`src/rtl/excltag_pkg.sv`:
```
package excltag_pkg;
  typedef enum logic {
    KIND_GEN = 1'b0,
    KIND_ADJ = 1'b1
  } req_kind_e;

  typedef enum logic {
    W_IDLE = 1'b0,
    W_WALK = 1'b1
  } walk_st_e;
endpackage

```
`src/rtl/excltag_lfsr.sv`:
```
module excltag_lfsr #(
  parameter int SEED_W = 16,
  parameter logic [SEED_W-1:0] TAPS = 16'h002D,
  parameter int STEPS = 4
) (
  input  logic [SEED_W-1:0] seed_i,
  output logic [SEED_W-1:0] seed_o,
  output logic [STEPS-1:0]  bits_o
);
  logic [SEED_W-1:0] chain [STEPS+1];

  assign chain[0] = seed_i;

  for (genvar g = 0; g < STEPS; g++) begin : g_step
    logic fb;
    assign fb           = ^(chain[g] & TAPS);
    assign chain[g+1]   = {fb, chain[g][SEED_W-1:1]};
    assign bits_o[g]    = chain[g+1][0];
  end

  assign seed_o = chain[STEPS];
endmodule

```
`src/rtl/excltag_walker.sv`:
```
module excltag_walker
  import excltag_pkg::*;
#(
  parameter int TAG_W = 4,
  localparam int NT = 1 << TAG_W,
  localparam int CNT_W = $clog2(NT + 1)
) (
  input  logic             clk,
  input  logic             rst,
  input  logic             go_i,
  input  logic [TAG_W-1:0] start_i,
  input  logic [NT-1:0]    mask_i,
  input  logic [TAG_W-1:0] off_i,
  output logic             fin_o,
  output logic [TAG_W-1:0] res_o
);
  walk_st_e         st;
  logic [TAG_W-1:0] cur, rem, nxt;
  logic [NT-1:0]    mask_q;
  logic [CNT_W-1:0] unit_cnt;
  logic             fin_q;
  logic [TAG_W-1:0] res_q;

  assign nxt = cur + TAG_W'(1);

  always_ff @(posedge clk) begin
    if (rst) begin
      st       <= W_IDLE;
      cur      <= '0;
      rem      <= '0;
      mask_q   <= '0;
      unit_cnt <= '0;
      fin_q    <= 1'b0;
      res_q    <= '0;
    end else begin
      fin_q <= 1'b0;
      case (st)
        W_IDLE: begin
          if (go_i) begin
            mask_q   <= mask_i;
            cur      <= start_i;
            rem      <= off_i;
            unit_cnt <= '0;
            if (&mask_i) begin
              fin_q <= 1'b1;
              res_q <= '0;
            end else begin
              st <= W_WALK;
            end
          end
        end
        W_WALK: begin
          if (rem == '0) begin
            if (mask_q[cur]) begin
              cur      <= nxt;
              unit_cnt <= unit_cnt + CNT_W'(1);
            end else begin
              fin_q <= 1'b1;
              res_q <= cur;
              st    <= W_IDLE;
            end
          end else begin
            cur <= nxt;
            if (mask_q[nxt]) begin
              unit_cnt <= unit_cnt + CNT_W'(1);
            end else begin
              unit_cnt <= '0;
              rem      <= rem - TAG_W'(1);
              if (rem == TAG_W'(1)) begin
                fin_q <= 1'b1;
                res_q <= nxt;
                st    <= W_IDLE;
              end
            end
          end
        end
        default: st <= W_IDLE;
      endcase
    end
  end

  assign fin_o = fin_q;
  assign res_o = res_q;

  // each offset unit finds a free tag within NT increments
  p_unit_bound_r11: assert property (@(posedge clk) disable iff (rst)
    (st == W_WALK) |-> (unit_cnt < CNT_W'(NT)));

  // a finished walk never lands on an excluded tag
  p_result_free_r4: assert property (@(posedge clk) disable iff (rst)
    (fin_q && !(&mask_q)) |-> !mask_q[res_q]);

  // fully excluded mask gives tag 0
  p_all_excl_zero_r3: assert property (@(posedge clk) disable iff (rst)
    (fin_q && (&mask_q)) |-> (res_q == '0));

  // a new walk only starts when idle
  p_go_when_idle_r1: assert property (@(posedge clk) disable iff (rst)
    go_i |-> (st == W_IDLE));
endmodule

```
`src/rtl/excltag_gen.sv`:
```
module excltag_gen
  import excltag_pkg::*;
#(
  parameter int TAG_W    = 4,
  parameter int SEED_W   = 16,
  parameter int SEED_LSB = 8,
  parameter int STATE_W  = 24,
  parameter logic [SEED_W-1:0] TAPS     = 16'h002D,
  parameter logic [SEED_W-1:0] FALLBACK = 16'hB5A3,
  localparam int NT = 1 << TAG_W
) (
  input  logic               clk,
  input  logic               rst,
  input  logic               req_valid,
  output logic               req_ready,
  input  logic               req_kind,
  input  logic [NT-1:0]      req_mask,
  input  logic [NT-1:0]      ctl_mask,
  input  logic               rand_en,
  input  logic [STATE_W-1:0] state_in,
  input  logic [TAG_W-1:0]   ptr_tag,
  input  logic [TAG_W-1:0]   req_offset,
  input  logic [SEED_W-1:0]  entropy,
  output logic               done,
  output logic [TAG_W-1:0]   tag_out,
  output logic [STATE_W-1:0] state_out
);
  logic              busy_q;
  logic              accept;
  req_kind_e         kind_in, kind_q;
  logic              rand_q;
  logic [SEED_W-1:0] seed_in, seed_eff, seed_new;
  logic [TAG_W-1:0]  lfsr_off;
  logic [TAG_W-1:0]  w_start, w_off;
  logic [NT-1:0]     w_mask;
  logic [STATE_W-1:0] gen_state, pend_q;
  logic              w_fin;
  logic [TAG_W-1:0]  w_res;

  assign kind_in   = req_kind_e'(req_kind);
  assign req_ready = !busy_q;
  assign accept    = req_valid && !busy_q;

  assign seed_in = state_in[SEED_LSB +: SEED_W];

  always_comb begin
    seed_eff = seed_in;
    if (seed_in == '0 && rand_en) begin
      seed_eff = (entropy != '0) ? entropy : FALLBACK;
    end
  end

  excltag_lfsr #(
    .SEED_W(SEED_W),
    .TAPS  (TAPS),
    .STEPS (TAG_W)
  ) u_lfsr (
    .seed_i(seed_eff),
    .seed_o(seed_new),
    .bits_o(lfsr_off)
  );

  always_comb begin
    if (kind_in == KIND_ADJ) begin
      w_start = ptr_tag;
      w_mask  = ctl_mask;
      w_off   = req_offset;
    end else begin
      w_start = state_in[TAG_W-1:0];
      w_mask  = req_mask | ctl_mask;
      w_off   = lfsr_off;
    end
  end

  always_comb begin
    gen_state = '0;
    gen_state[SEED_LSB +: SEED_W] = seed_new;
  end

  excltag_walker #(
    .TAG_W(TAG_W)
  ) u_walker (
    .clk    (clk),
    .rst    (rst),
    .go_i   (accept),
    .start_i(w_start),
    .mask_i (w_mask),
    .off_i  (w_off),
    .fin_o  (w_fin),
    .res_o  (w_res)
  );

  always_ff @(posedge clk) begin
    if (rst) begin
      busy_q    <= 1'b0;
      kind_q    <= KIND_GEN;
      rand_q    <= 1'b0;
      pend_q    <= '0;
      done      <= 1'b0;
      tag_out   <= '0;
      state_out <= '0;
    end else begin
      done <= 1'b0;
      if (accept) begin
        busy_q <= 1'b1;
        kind_q <= kind_in;
        rand_q <= rand_en;
        pend_q <= (kind_in == KIND_ADJ) ? state_in : gen_state;
      end
      if (w_fin) begin
        busy_q  <= 1'b0;
        done    <= 1'b1;
        tag_out <= w_res;
        if (kind_q == KIND_GEN) begin
          state_out <= pend_q | STATE_W'(w_res);
        end else begin
          state_out <= pend_q;
        end
      end
    end
  end

  // result strobe lasts one cycle
  p_done_pulse_r1: assert property (@(posedge clk) disable iff (rst)
    done |=> !done);

  // block is ready again when the result appears
  p_ready_at_done_r1: assert property (@(posedge clk) disable iff (rst)
    done |-> req_ready);

  // generate result carries the tag in the low field and zero above it
  p_gen_state_tag_r8: assert property (@(posedge clk) disable iff (rst)
    (done && kind_q == KIND_GEN) |->
      (state_out[TAG_W-1:0] == tag_out) && (state_out[SEED_LSB-1:TAG_W] == '0));

  // with reseeding allowed the returned seed is never zero
  p_seed_alive_r9: assert property (@(posedge clk) disable iff (rst)
    (done && kind_q == KIND_GEN && rand_q) |->
      (state_out[SEED_LSB +: SEED_W] != '0));
endmodule

```
`config.mk`:
```
export PLATFORM = sky130hd
export DESIGN_NAME = excltag_gen
export DESIGN_NICKNAME = d
export VERILOG_FILES = /design/src/rtl/excltag_pkg.sv /design/src/rtl/excltag_lfsr.sv /design/src/rtl/excltag_walker.sv /design/src/rtl/excltag_gen.sv
export SDC_FILE = /design/constraint.sdc
export NUM_CORES = 1
export LEC_CHECK = 0
export CAP_MARGIN = 20
export CORE_MARGIN = 2
export CORE_UTILIZATION = 28
export CTS_CLUSTER_SIZE = 28
export DETAILED_ROUTE_END_ITERATION = 16
export PLACE_DENSITY = 0.6
export SLEW_MARGIN = 20
export SYNTH_ARGS = -nofsm -noshare
export SYNTH_HDL_FRONTEND = slang
export SYNTH_SLANG_ARGS = --single-unit
export TNS_END_PERCENT = 20
```
`constraint.sdc`:
```
create_clock -name clk -period 6.37 [get_ports clk]
set_clock_uncertainty 0.1 [all_clocks]
set_input_delay 1.911 -clock clk [delete_from_list [all_inputs] [get_ports clk]]
set_output_delay 1.911 -clock clk [all_outputs]
set_load 0.01 [all_outputs]
```
---- After elaboration in Yosys (flattened, before gate mapping) ----
Index checks and enable logic that the tools add are counted.
storage, ports and cells
  bits in registers ....................... 85
  bits of input ports ..................... 85
  output and inout port bits .............. 30
  logic and storage cells ................. 85
cells by class
  add/subtract/negate cells ............... 2
  $lt $le $gt $ge ......................... 2
  equal/unequal tests ..................... 9
  mux-type cells .......................... 41
  bitwise operators ....................... 3
  reductions and logical operators ........ 16
operator list
  operator                                                                      count
  16-bit parity                                                                 4
  4-bit 2-to-1 mux                                                              14
  16-bit 2-to-1 mux                                                             3
  24-bit 2-to-1 mux                                                             2
  24-bit by 4-bit bitwise OR with 24-bit output                                 1
  4-bit case mux with 2 select lines                                            3
  16-bit zero test                                                              1
  16-bit bitwise OR                                                             1
  16-bit AND reduction                                                          1
  16-bit nonzero test                                                           1
  1-bit 2-to-1 mux                                                              15
  3-bit != test, second input constant                                          4
  4-bit by 5-bit less-than comparator with 1-bit output, second input constant  2
  1-bit binary-select mux with 4-bit select                                     2
  2-bit != test, second input constant                                          3
  5-bit AND reduction                                                           1
  4-bit by 1-bit adder with 4-bit output, second input constant                 1
  4-bit by 1-bit equality test with 1-bit output, second input constant         1
  4-bit zero test                                                               1
  1-bit case mux with 2 select lines                                            2
  2-bit AND reduction                                                           2
  4-bit by 1-bit subtractor with 4-bit output, second input constant            1
  3-bit AND reduction                                                           1
  1-bit logical AND                                                             2
  other kinds (4)                                                               4

---- Longest topological paths before layout ----
  word-level depth ........................ 6
  gate-level depth with buffers ........... 8
  gate-level depth less buffers ........... 7

---- By module ----
From an unflattened synthesis, not the netlist that was laid out.
unflattened totals
  cell total of the unflattened synthesis .. 537
  area total of the unflattened synthesis .. 4,698.3 µm²
by module, submodules not included
  module          times used  cells an instance  area an instance (µm²)  seq. area each (µm²)
  excltag_gen     1           302                2,718.9                 1,101.1
  excltag_walker  1           205                1,726.7                 600.6
  excltag_lfsr    1           30                 252.7                   0.0

---- Worst setup path after synthesis ----
Ideal clock, no wire load.
  path kind ............................... input -> register
  from .................................... input state_in[14]
  to ...................................... register u_walker.rem[0]
  setup time .............................. 74 ps
  arrival time ............................ 3,386 ps
  data required time ...................... 6,196 ps
  path slack .............................. 2,810 ps
  stages .................................. 8
  buffers on the path ..................... 2
  path through ............................ buf_2 > nor4_2 > nand4_2 > nor2_1 > buf_4 > a21oi_1 > a2111o_1 > a31oi_1
on the way
  longest elaborated chain between the ends .. 6
RTL lines
  element                             RTL line              RTL
  start: declaration                  excltag_gen.sv:20     input logic [STATE_W-1:0] state_in,
  16-bit zero test                    excltag_gen.sv:48     if (seed_in == '0 && rand_en) begin
  1-bit logical AND                   excltag_gen.sv:48
  16-bit 2-to-1 mux                   excltag_gen.sv:48
  4-bit 2-to-1 mux                    excltag_gen.sv:64     if (kind_in == KIND_ADJ) begin
  4-bit 2-to-1 mux                    excltag_walker.sv:39  if (go_i) begin
  4-bit case mux with 2 select lines  excltag_walker.sv:37  case (st)
  end signal: assignment              excltag_walker.sv:42  rem <= off_i;
  end signal: assignment              excltag_walker.sv:68  rem <= rem - TAG_W'(1);
  end: declaration                    excltag_walker.sv:18  logic [TAG_W-1:0] cur, rem, nxt;
Every way passes these cells. The select of a mux whose other input is x is not followed.
A chain may end at the register's enable or synchronous reset.

---- Final worst setup path ----
  from .................................... input req_kind
  to ...................................... register pend_q[19]
on the way
  longest elaborated chain between the ends .. 1
RTL lines
  element                 RTL line            RTL
  start: declaration      excltag_gen.sv:16   input logic req_kind,
  24-bit 2-to-1 mux       excltag_gen.sv:108  pend_q <= (kind_in == KIND_ADJ) ? state_in : gen_state;
  end signal: assignment  excltag_gen.sv:108
  end: declaration        excltag_gen.sv:36   logic [STATE_W-1:0] gen_state, pend_q;
Every way passes these cells.

==> run_results.csv <==
group,metric,value,unit
floorplan,floorplan.initialDensity,0.2869,
clock_tree,cts-htree-levels,3,
flow_run,timing.max_cap.violations,0,
synth,synthSimpleGateAreaFrac,0.1902,
timing,rsz0062_at_grt,"false",
clock_tree,cts_setup_buffers,0,
clock_tree,master_cell_of_the_clock_root_buffer,"sky130_fd_sc_hd__clkbuf_16",
final_layout,layout-area-overhead-vs-synth,34.72,%
synth,synth-seq-area-share,0.3733,
timing,final.setup.tns,0,ns
synth,synth_edf_count,0,
final_layout,num-fill-cells,1610,
synth,mappedNetlistArea,4558,um2
setup_path,worstPathRequired,6.46,ns
timing,max_slew.worst_pin.slew,0.9403,ns
synth,yosys.area_share.xor_xnor,0.03047,
clock_tree,clock_tree_from_tritoncts,"yes",
setup_path,path_max_fanout,36,
floorplan,placement_rows,46,
clock_tree,cts_made_buffers,9,
floorplan,floorplan.core_area,15890,um2
synth,asyncSetResetFlopFracSynth,0,
setup_path,critical_path_arrival,4.33,ns
clock_tree,clock_tree.buffer_depth,2,
placed_design,gp_congestion,0.8402,
drt,wirelength,13600,um
synth,synth.lib_cells_used.distinct,62,
timing,fmax,235.9,MHz
final_layout,ant_diodes,0,
final_layout,mostFrequentLayoutCells,"sky130_fd_sc_hd__clkdlybuf4s50_1, sky130_fd_sc_hd__dfxtp_1, sky130_fd_sc_hd__nor2_1, sky130_fd_sc_hd__a21oi_1, sky130_fd_sc_hd__nand2_1",
synth,synth.yosys.warnings,0,
drt,detail-route-antenna-nets,0,
setup_path,crit-reg2reg-launch,"u_walker.cur[0]",
hold_path,min-delay-start,"pend_q[3]",
grt,grt_most_used_layer,"met2",
grt,use_met3,0.03318,
grt,maximum_number_of_pins_on_one_net_before_global_route_repair,45,
setup_path,path_class,"in2reg",
power,vdd_drop_max,0.0001595,V
final_layout,finalNetCount,702,
outcome,outcome,"completed",
floorplan,die_w,131.6,um
synth,post_synth.cell_area_avg,8.666,um2
synth,post_synth_top_area_share,0.3733,
synth,muxShareOfSynthArea,0.1213,
synth,netlist_top_cells_area,"sky130_fd_sc_hd__dfxtp_1, sky130_fd_sc_hd__mux2i_1, sky130_fd_sc_hd__a21oi_1",
drt,route.detailed.drc,0,
grt,grt_pass1_wl,21960,um
setup_path,worst_setup_path_end_kind,"flip-flop",
grt,antenna_violations_before_repair,0,
hold_path,type_of_the_most_critical_hold_path,"reg2reg",
power,total_leakage_power,2.094,nW
grt,grt-ovfl-total,0,
placed_design,post-dp-hpwl,10120,um
drt,dr.pass1.iters,5,
drt,vias,4295,
drt,detail_route.iter0.violations,244,
timing,final.min_clock_period,4.240,ns
synth,synth_top_flop_cell,"sky130_fd_sc_hd__dfxtp_1",
power,power-per-cell-area,249.4,nW/um2
hold_path,hold_path_depth,2,
floorplan,die-area,17320,um2
synth,synth_top_area_cell,"sky130_fd_sc_hd__dfxtp_1",
floorplan,die_y,131.6,um
synth,synth_compound_area_frac,0.2232,
synth,synth_top_family_by_area,"compound AO/OA/AOI/OAI gates",
timing,slew_viol_final,0,
setup_path,critical_path.reg2reg.endpoint,"u_walker.res_o[3]",
grt,grt_pass1_vias,4197,
timing,finalHoldViolCount,0,
timing,timing.slew.headroom,0.3732,
final_layout,post_route_cells_drive_above_1_share,0.07270,
clock_tree,postCtsHoldBufs,0,
clock_tree,cts.sink_count,85,
hold_path,hold_path_end,"pend_q[3]",
timing,hold_ws,0.3528,ns
setup_path,worst-r2r-cell-count,7,
timing,setup-violations-final,0,
clock_tree,cts.reportedPaths.clkPinSlew,0.07,ns
synth,syn-num-nets,614,
drt,post_drt_via_cell_ratio,5.144,
grt,use_met1,0.2101,
synth,yosys_register_bits,85,
drt,wire_per_inst,16.28,um
setup_path,element_type_at_the_critical_path_start,"input pin",
floorplan,ioPinCount,115,
synth,post_synthesis_instance_total,526,
timing,post_route_clock_period_utilization,0.6656,
clock_tree,postCtsResizedCells,0,
placed_design,buffer_ports.inserted,114,
synth,post_synthesis_adder_cell_area_fraction,0.008235,
grt,gr-usage-met2,0.2435,
final_layout,final_common_cell,"sky130_fd_sc_hd__clkdlybuf4s50_1",
clock_tree,clock_insertion_delay_worst_skew,0.34,ns
grt,grt_usage,0.1562,
setup_path,setup.reg_to_reg.worst_slack,3.37,ns
worst max-delay path by stage:
stage / start / end / cells past startpoint / slack, ns
after floorplan: state_in[14] / u_walker.rem[0] / 8 / 2.81
after global routing: req_kind / pend_q[13] / 5 / 1.91
after CTS: req_kind / pend_q[13] / 5 / 2.19
final: req_kind / pend_q[19] / 5 / 2.13
after detailed placement: req_kind / pend_q[19] / 5 / 1.82
after global placement: req_kind / pend_q[19] / 5 / 1.85
state kept, by name (all words and copies together), names as in the netlist:
register	cells
state_out	24
tag_out	4
busy_q	1
u_walker.st	1
u_walker.res_o	4
u_walker.rem	4
u_walker.mask_q	16
done	1
kind_q	1
u_walker.cur	4
pend_q	24
u_walker.fin_o	1
power by group:
group,internal (W),total (W),leakage [nW],switching (W)
registers,0.000569,0.000616,0.695,0.0000473
logic,0.000169,0.000339,1.25,0.000170
clock network,0.000349,0.000577,0.152,0.000228
stage by stage:
| step | instance area (um2) | setup slack, ns | power, W | cells | utilization |
|---|---|---|---|---|---|
| after floorplan | 4558 | 2.810 | 0.0008416 | 526 | - |
| after global placement | 5808 | 1.849 | 0.0009575 | 819 | 0.3656 |
| after detailed placement | 5808 | 1.823 | 0.0009650 | 819 | 0.3656 |
| after CTS | 6138 | 2.194 | 0.001543 | 835 | 0.3864 |
| after global routing | 6141 | 1.914 | 0.001606 | 835 | 0.3866 |
| final | 6141 | 2.130 | 0.001532 | 835 | 0.3866 |
cells by family (layout without fill, tap and decap cells):
logic type / Yosys count / in the layout
simple gates: 177 / 177
xor+xnor: 15 / 15
buf+inv: 54 / 147
compound gates: 147 / 147
mux: 45 / 45
fa+ha+maj: 3 / 3
flops: 85 / 85
area by class of cell:
| type | count | area, um2 | area share |
|---|---|---|---|
| Clock buffer | 9 | 225.2 | 0.03667 |
| Sequential cell | 85 | 1703 | 0.2773 |
| Tap cell | 216 | 270.3 | 0.04401 |
| Multi-Input combinational cell | 387 | 2619 | 0.4264 |
| Inverter | 12 | 45.04 | 0.007335 |
| Timing Repair Buffer | 119 | 1174 | 0.1911 |
| Clock inverter | 7 | 105.1 | 0.01711 |
cell usage after synthesis (3+ instances only):
master and count:
sky130_fd_sc_hd__dfxtp_1 85, sky130_fd_sc_hd__nor2_1 59, sky130_fd_sc_hd__a21oi_1 49, sky130_fd_sc_hd__nand2_1 45
sky130_fd_sc_hd__mux2i_1 35, sky130_fd_sc_hd__clkbuf_1 28, sky130_fd_sc_hd__a211oi_1 26, sky130_fd_sc_hd__o21ai_0 13
sky130_fd_sc_hd__inv_1 11, sky130_fd_sc_hd__nand3_1 11, sky130_fd_sc_hd__or3_1 11, sky130_fd_sc_hd__nand2b_1 10
sky130_fd_sc_hd__o22ai_1 10, sky130_fd_sc_hd__o211ai_1 9, sky130_fd_sc_hd__nor2b_1 8, sky130_fd_sc_hd__xnor2_1 8
sky130_fd_sc_hd__a211o_1 7, sky130_fd_sc_hd__a31oi_1 7, sky130_fd_sc_hd__nor4_1 7, sky130_fd_sc_hd__nor3_1 6
sky130_fd_sc_hd__xor2_1 6, sky130_fd_sc_hd__buf_2 5, sky130_fd_sc_hd__nand4_1 5, sky130_fd_sc_hd__buf_1 4
sky130_fd_sc_hd__mux4_1 4, sky130_fd_sc_hd__a2111oi_0 3, sky130_fd_sc_hd__a311oi_1 3, sky130_fd_sc_hd__a31oi_4 3
sky130_fd_sc_hd__ha_1 3
metal layers:
layer  vias to the layer above  wire length (um)  part of all wire
li1                       2107                 -                 -
met1                      2024              6343              0.47
met2                       141              6134              0.45
met3                        23               797             0.059
met4                         0               320             0.024
met5                         -                 0                 0
critical path, cell delays in order:
cell	delay [ns]
sky130_fd_sc_hd__clkdlybuf4s50_1	0.76
sky130_fd_sc_hd__clkinv_1	0.87
sky130_fd_sc_hd__or3_1	0.63
sky130_fd_sc_hd__o21ai_0	0.09
sky130_fd_sc_hd__nor3_1	0.07
Power figures use the tool's default switching activity.
